### src/rtl/tgap_pkg.sv
// Package: shared gap-kind encoding for the turnaround gap inserter.
// Assumes: nothing beyond IEEE 1800-2017 packages.
package tgap_pkg;

    // Which rule chose the gap between the previous and the pending transaction
    typedef enum logic [1:0] {
        GAP_NONE  = 2'd0,
        GAP_PROG  = 2'd1,
        GAP_SHORT = 2'd2,
        GAP_LONG  = 2'd3
    } gap_kind_e;

endpackage

### src/rtl/tgap_record.sv
// Module: tgap_record
// Stores the attributes of the most recently completed transaction.
// Assumes: done_pulse is a single-cycle strobe with attributes valid alongside it.
module tgap_record #(
    parameter int BANK_W = 2
) (
    input  logic              clk,
    input  logic              rst_n,
    input  logic              done_pulse,
    input  logic              done_sync,
    input  logic              done_write,
    input  logic [BANK_W-1:0] done_bank,
    input  logic              done_muxed,
    input  logic              done_moded,
    output logic              prev_valid,
    output logic              prev_sync,
    output logic              prev_write,
    output logic [BANK_W-1:0] prev_bank,
    output logic              prev_muxed,
    output logic              prev_moded
);

    // Capture the completed transaction; clear the record on reset
    always_ff @(posedge clk) begin
        if (!rst_n) begin
            prev_valid <= 1'b0;
            prev_sync  <= 1'b0;
            prev_write <= 1'b0;
            prev_bank  <= '0;
            prev_muxed <= 1'b0;
            prev_moded <= 1'b0;
        end else if (done_pulse) begin
            prev_valid <= 1'b1;
            prev_sync  <= done_sync;
            prev_write <= done_write;
            prev_bank  <= done_bank;
            prev_muxed <= done_muxed;
            prev_moded <= done_moded;
        end
    end

endmodule

### src/rtl/tgap_rules.sv
// Module: tgap_rules
// Combinational rule table: picks the gap kind and length from the previous
// record and the pending transaction.
// Assumes: CNT_W can hold 2**TURN_W and the fixed gaps.
module tgap_rules
    import tgap_pkg::*;
#(
    parameter int BANK_W    = 2,
    parameter int TURN_W    = 4,
    parameter int SHORT_GAP = 2,
    parameter int LONG_GAP  = 3,
    parameter int CNT_W     = 5
) (
    input  logic              prev_valid,
    input  logic              prev_sync,
    input  logic              prev_write,
    input  logic [BANK_W-1:0] prev_bank,
    input  logic              prev_muxed,
    input  logic              prev_moded,
    input  logic              nxt_sync,
    input  logic              nxt_write,
    input  logic [BANK_W-1:0] nxt_bank,
    input  logic [TURN_W-1:0] cfg_turn,
    output gap_kind_e         gap_kind,
    output logic [CNT_W-1:0]  gap_need
);

    logic same_bank;
    logic wide_bank;

    assign same_bank = (prev_bank == nxt_bank);
    assign wide_bank = prev_muxed | prev_moded;

    // Classify the previous/pending pair into one of the gap kinds
    always_comb begin
        gap_kind = GAP_NONE;
        if (prev_valid && prev_write) begin
            if (!prev_sync) begin
                if (!nxt_write || !same_bank || wide_bank) begin
                    gap_kind = GAP_PROG;
                end
            end else begin
                if (!nxt_sync || (nxt_write && same_bank)) begin
                    gap_kind = GAP_SHORT;
                end else begin
                    gap_kind = GAP_LONG;
                end
            end
        end
    end

    // Turn the gap kind into a cycle count
    always_comb begin
        unique case (gap_kind)
            GAP_PROG:  gap_need = CNT_W'(cfg_turn) + CNT_W'(1);
            GAP_SHORT: gap_need = CNT_W'(SHORT_GAP);
            GAP_LONG:  gap_need = CNT_W'(LONG_GAP);
            default:   gap_need = '0;
        endcase
    end

endmodule

### src/rtl/tgap_timer.sv
// Module: tgap_timer
// Counts cycles since the last completion, saturating at MAX_GAP, and
// compares the count with the required gap.
// Assumes: gap_need never exceeds MAX_GAP.
module tgap_timer #(
    parameter int MAX_GAP = 16,
    parameter int CNT_W   = 5
) (
    input  logic             clk,
    input  logic             rst_n,
    input  logic             done_pulse,
    input  logic [CNT_W-1:0] gap_need,
    output logic [CNT_W-1:0] elapsed,
    output logic             gap_clear
);

    localparam logic [CNT_W-1:0] SAT = CNT_W'(MAX_GAP);

    // Restart on completion, otherwise count up to the saturation value
    always_ff @(posedge clk) begin
        if (!rst_n) begin
            elapsed <= SAT;
        end else if (done_pulse) begin
            elapsed <= '0;
        end else if (elapsed < SAT) begin
            elapsed <= elapsed + CNT_W'(1);
        end
    end

    assign gap_clear = (elapsed >= gap_need);

endmodule

### src/rtl/tgap_inserter.sv
// Module: tgap_inserter (top)
// Holds off the next static memory transaction for the turnaround gap that
// the previous/pending pair requires.
// Assumes: the sequencer starts a transaction only while gap_clear is high.
module tgap_inserter
    import tgap_pkg::*;
#(
    parameter int BANK_W    = 2,
    parameter int TURN_W    = 4,
    parameter int SHORT_GAP = 2,
    parameter int LONG_GAP  = 3
) (
    input  logic              clk,
    input  logic              rst_n,
    input  logic [TURN_W-1:0] cfg_turn,
    input  logic              done_pulse,
    input  logic              done_sync,
    input  logic              done_write,
    input  logic [BANK_W-1:0] done_bank,
    input  logic              done_muxed,
    input  logic              done_moded,
    input  logic              nxt_sync,
    input  logic              nxt_write,
    input  logic [BANK_W-1:0] nxt_bank,
    output logic              gap_clear
);

    localparam int MAX_GAP = 2 ** TURN_W;
    localparam int CNT_W   = $clog2(MAX_GAP + 1);

    logic              prev_valid;
    logic              prev_sync;
    logic              prev_write;
    logic [BANK_W-1:0] prev_bank;
    logic              prev_muxed;
    logic              prev_moded;
    gap_kind_e         gap_kind;
    logic [CNT_W-1:0]  gap_need;
    logic [CNT_W-1:0]  elapsed;

    tgap_record #(.BANK_W(BANK_W)) u_record (
        .clk        (clk),
        .rst_n      (rst_n),
        .done_pulse (done_pulse),
        .done_sync  (done_sync),
        .done_write (done_write),
        .done_bank  (done_bank),
        .done_muxed (done_muxed),
        .done_moded (done_moded),
        .prev_valid (prev_valid),
        .prev_sync  (prev_sync),
        .prev_write (prev_write),
        .prev_bank  (prev_bank),
        .prev_muxed (prev_muxed),
        .prev_moded (prev_moded)
    );

    tgap_rules #(
        .BANK_W    (BANK_W),
        .TURN_W    (TURN_W),
        .SHORT_GAP (SHORT_GAP),
        .LONG_GAP  (LONG_GAP),
        .CNT_W     (CNT_W)
    ) u_rules (
        .prev_valid (prev_valid),
        .prev_sync  (prev_sync),
        .prev_write (prev_write),
        .prev_bank  (prev_bank),
        .prev_muxed (prev_muxed),
        .prev_moded (prev_moded),
        .nxt_sync   (nxt_sync),
        .nxt_write  (nxt_write),
        .nxt_bank   (nxt_bank),
        .cfg_turn   (cfg_turn),
        .gap_kind   (gap_kind),
        .gap_need   (gap_need)
    );

    tgap_timer #(
        .MAX_GAP (MAX_GAP),
        .CNT_W   (CNT_W)
    ) u_timer (
        .clk        (clk),
        .rst_n      (rst_n),
        .done_pulse (done_pulse),
        .gap_need   (gap_need),
        .elapsed    (elapsed),
        .gap_clear  (gap_clear)
    );

endmodule

### config.mk
export PLATFORM = sky130hd
export DESIGN_NAME = tgap_inserter
export DESIGN_NICKNAME = d
export VERILOG_FILES = /design/src/rtl/tgap_pkg.sv /design/src/rtl/tgap_record.sv /design/src/rtl/tgap_rules.sv /design/src/rtl/tgap_timer.sv /design/src/rtl/tgap_inserter.sv
export SDC_FILE = /design/constraint.sdc
export NUM_CORES = 1
export LEC_CHECK = 0
export BUFFER_PORTS_ARGS = -buffer_cell sky130_fd_sc_hd__buf_4
export CORE_MARGIN = 5
export CORE_UTILIZATION = 50
export DETAILED_ROUTE_END_ITERATION = 10
export PLACE_DENSITY = 0.84
export SLEW_MARGIN = 20
export SYNTH_ARGS = -nofsm -noshare
export SYNTH_HDL_FRONTEND = slang
export SYNTH_SLANG_ARGS = --single-unit
### constraint.sdc
create_clock -name clk -period 3.8 [get_ports clk]
set_input_delay 0.95 -clock clk [delete_from_list [all_inputs] [get_ports clk]]
set_output_delay 0.95 -clock clk [all_outputs]
set_load 0.05 [all_outputs]
==> reports/qor.csv <==
metric,value,unit
worst setup margin,0.332,ns
via count,564,
Die Height,47.2,µm
Routed WL,1260,µm
"EDFF count, synth",0,
leakage,0.386,nW
max-capacitance violation count,0,
Post-Route M1 WL,568,µm
clk_skew,0.000150,ns
Logic pwr share,0.168,
gate count after technology mapping,72,
core footprint,0.00130,mm²
synthesized cell area,692,µm²
prevailing post-synth register cell,dfxtp_1,
final setup TNS,0,ns
NumNets Final,117,
synthesized area per cell,9.61,µm²
status,"complete, no violations",
Worst VDD drop,212,µV
Least-Margin Pin Slew,0.246,ns
crit-path max FO,4,
Setup crit end kind,primary output,
Tot Pwr,0.285,mW
FF-to-FF setup slack,2.76,ns
Root Buffer,clkbuf_4,
Inserted Diodes,0,
Cell Pwr Density,328,mW/mm²
share of power burned in registers,0.484,
internal cell power,0.217,mW
Fmax,288,MHz
Relative slew margins,0.835,
Port Buffers,17,
post-route ant nets,0,
total grt overflow,0,
Via density,5.27,
Yosys cell types,23,
worst r2r src,u_timer.elapsed[0],
# IOs,18,
top sig layer,met4,
Clk pwr share,0.348,
yosys warns,0,
CP startpoint,nxt_bank[0],
CP Data Arrival Time,2.52,ns
Cell Rows,13,
PostCTS Resize Cnt,0,
clk slew on worst S/H paths,0.07,ns
Post-CTS Setup Inserts,0,
Initial DRC Count,7,
"Design Area, Final",870,µm²
"Seq/Total Area, Yosys",0.347,
Die Wd,47.2,µm
gr usage total,0.137,
met3 wire len,88,µm
Worst Hold Class,flop to flop,
"area leader, netlist",dfxtp_1,
final setup fails,0,
CTS sink count,12,
Sw Share,0.241,
WP data required,2.85,ns
Synth area leaders,"dfxtp_1 (35%), ha_1 (13%), mux2i_1 (10%)",
asr flop ratio synth,0,
H-tree depth,1,
Critical R2R Capture,u_timer.elapsed[2],
routed wl met2,578,µm
placed cell count,103,
largest net degree at the start of global routing,10,
Wirelength per Cell,11.7,µm
DP HPWL,1050,µm
DR DRC count,0,
hold slack final,0.510,ns
initial antenna violation count,0,
Worst Hold Depth,1,
Hold Crit Endpoint,u_record.prev_valid,
Final Wtd Congestion,0.744,
critical path class,input pin to primary output,
Non-Filler Instances,107,
NetSw,0.0687,mW
dpl cell area,833,µm²
Inserted Clock Buffers,3,
FF-to-FF path depth,4,
Finished Core Util,0.668,
post-synth top area share,0.347,
Worst setup SP type,input pin,
Place WS,0.336,ns
Mapped Nets,96,
maximum clock insertion buffer count,2,
"flops & latches, synth",12,
most numerous cell in the Yosys netlist,dfxtp_1,
first-pass GRT wire length,2130,µm
final critical-path required period,3.47,ns
layout cells sized above 1,0.250,
Layout area overhead,25.7,%
Final Hold Viols,0,
1st-pass router iterations,4,
worst skew pair latency,0.27,ns
die footprint,0.00223,mm²
hold_buf cts,0,
Final Max Tran Viols,0,
Tcrit/Tclk final,0.913,
number of global-route vias before repair,532,
top cell types by occurrence after synthesis,"dfxtp_1 (12), ha_1 (7), mux2i_1 (7), nor2_1 (7), nor2b_1 (7)",
hold_sp,u_record.prev_valid,
initial core utilization,0.532,
CTS tree,yes,
RSZ-0062 raised after global routing,no,
[placed cells by master (no fill, tap or decap), drive strengths merged]
master / instances
inv: 1
o21a: 1
mux2i: 7
a21o: 1
o21ai: 2
and3: 1
xor2: 3
nand3: 5
a31oi: 2
ha: 7
dfxtp: 12
clkbuf: 4
nand4b: 1
nor4b: 1
nand2b: 2
a21oi: 2
nor3b: 1
xnor2: 4
nand2: 2
o2111ai: 2
buf: 17
nor2b: 7
nor2: 7
[power by group through the flow]
stage	clock (mW)	combinational [mW]	sequential (mW)
final	0.0993	0.0480	0.138
after global routing	0.108	0.0534	0.139
after CTS	0.102	0.0484	0.138
after detailed placement	0	0.0481	0.141
after global placement	0	0.0469	0.141
after floorplan	0	0.0285	0.140
[layout make-up]
type,instances,area [µm²]
Sequential cell,12,240
Inverter,1,3.75
Tap cell,15,18.8
Fill cell,117,432
Clock buffer,4,36.3
Multi-Input combinational cell,58,443
Timing Repair Buffer,17,128
[metal layers]
metal,global-route usage,up-vias
met1,0.187,253
met3,0.0230,2
met4,0.0994,0
met2,0.190,13
li1,-,296
met5,0,-
[kinds of logic after synthesis]
kind of cell    Yosys count  synth area share
simple gates             27             0.221
flops                    12             0.347
compound gates           10             0.103
xor+xnor                  7            0.0886
mux                       7             0.101
fa+ha+maj                 7             0.127
buf+inv                   2            0.0126
[how the worst max path moves through the flow]
| stage | cells past startpoint | to | slack (ns) |
|---|---|---|---|
| after detailed placement | 9 | gap_clear | 0.34 |
| final | 9 | gap_clear | 0.33 |
| after floorplan | 7 | gap_clear | 0.24 |
| after global routing | 9 | gap_clear | 0.17 |
| after global placement | 9 | gap_clear | 0.39 |
| after CTS | 9 | gap_clear | 0.33 |
[critical path, cell delays in order]
cell and delay [ns]:
buf_4 0.11, xnor2_1 0.22, o2111ai_2 0.20, nor3b_1 0.18
ha_1 0.26, nand2b_1 0.14, a31oi_1 0.17, o21ai_1 0.09
buf_4 0.19
[registers in the layout, indices dropped and copies added (netlist names)]
name	cells
u_record.prev_valid	1
u_timer.elapsed	5
u_record.prev_bank	2
u_record.prev_muxed	1
u_record.prev_sync	1
u_record.prev_write	1
u_record.prev_moded	1
Note: power is estimated with default switching activity, not from simulation.
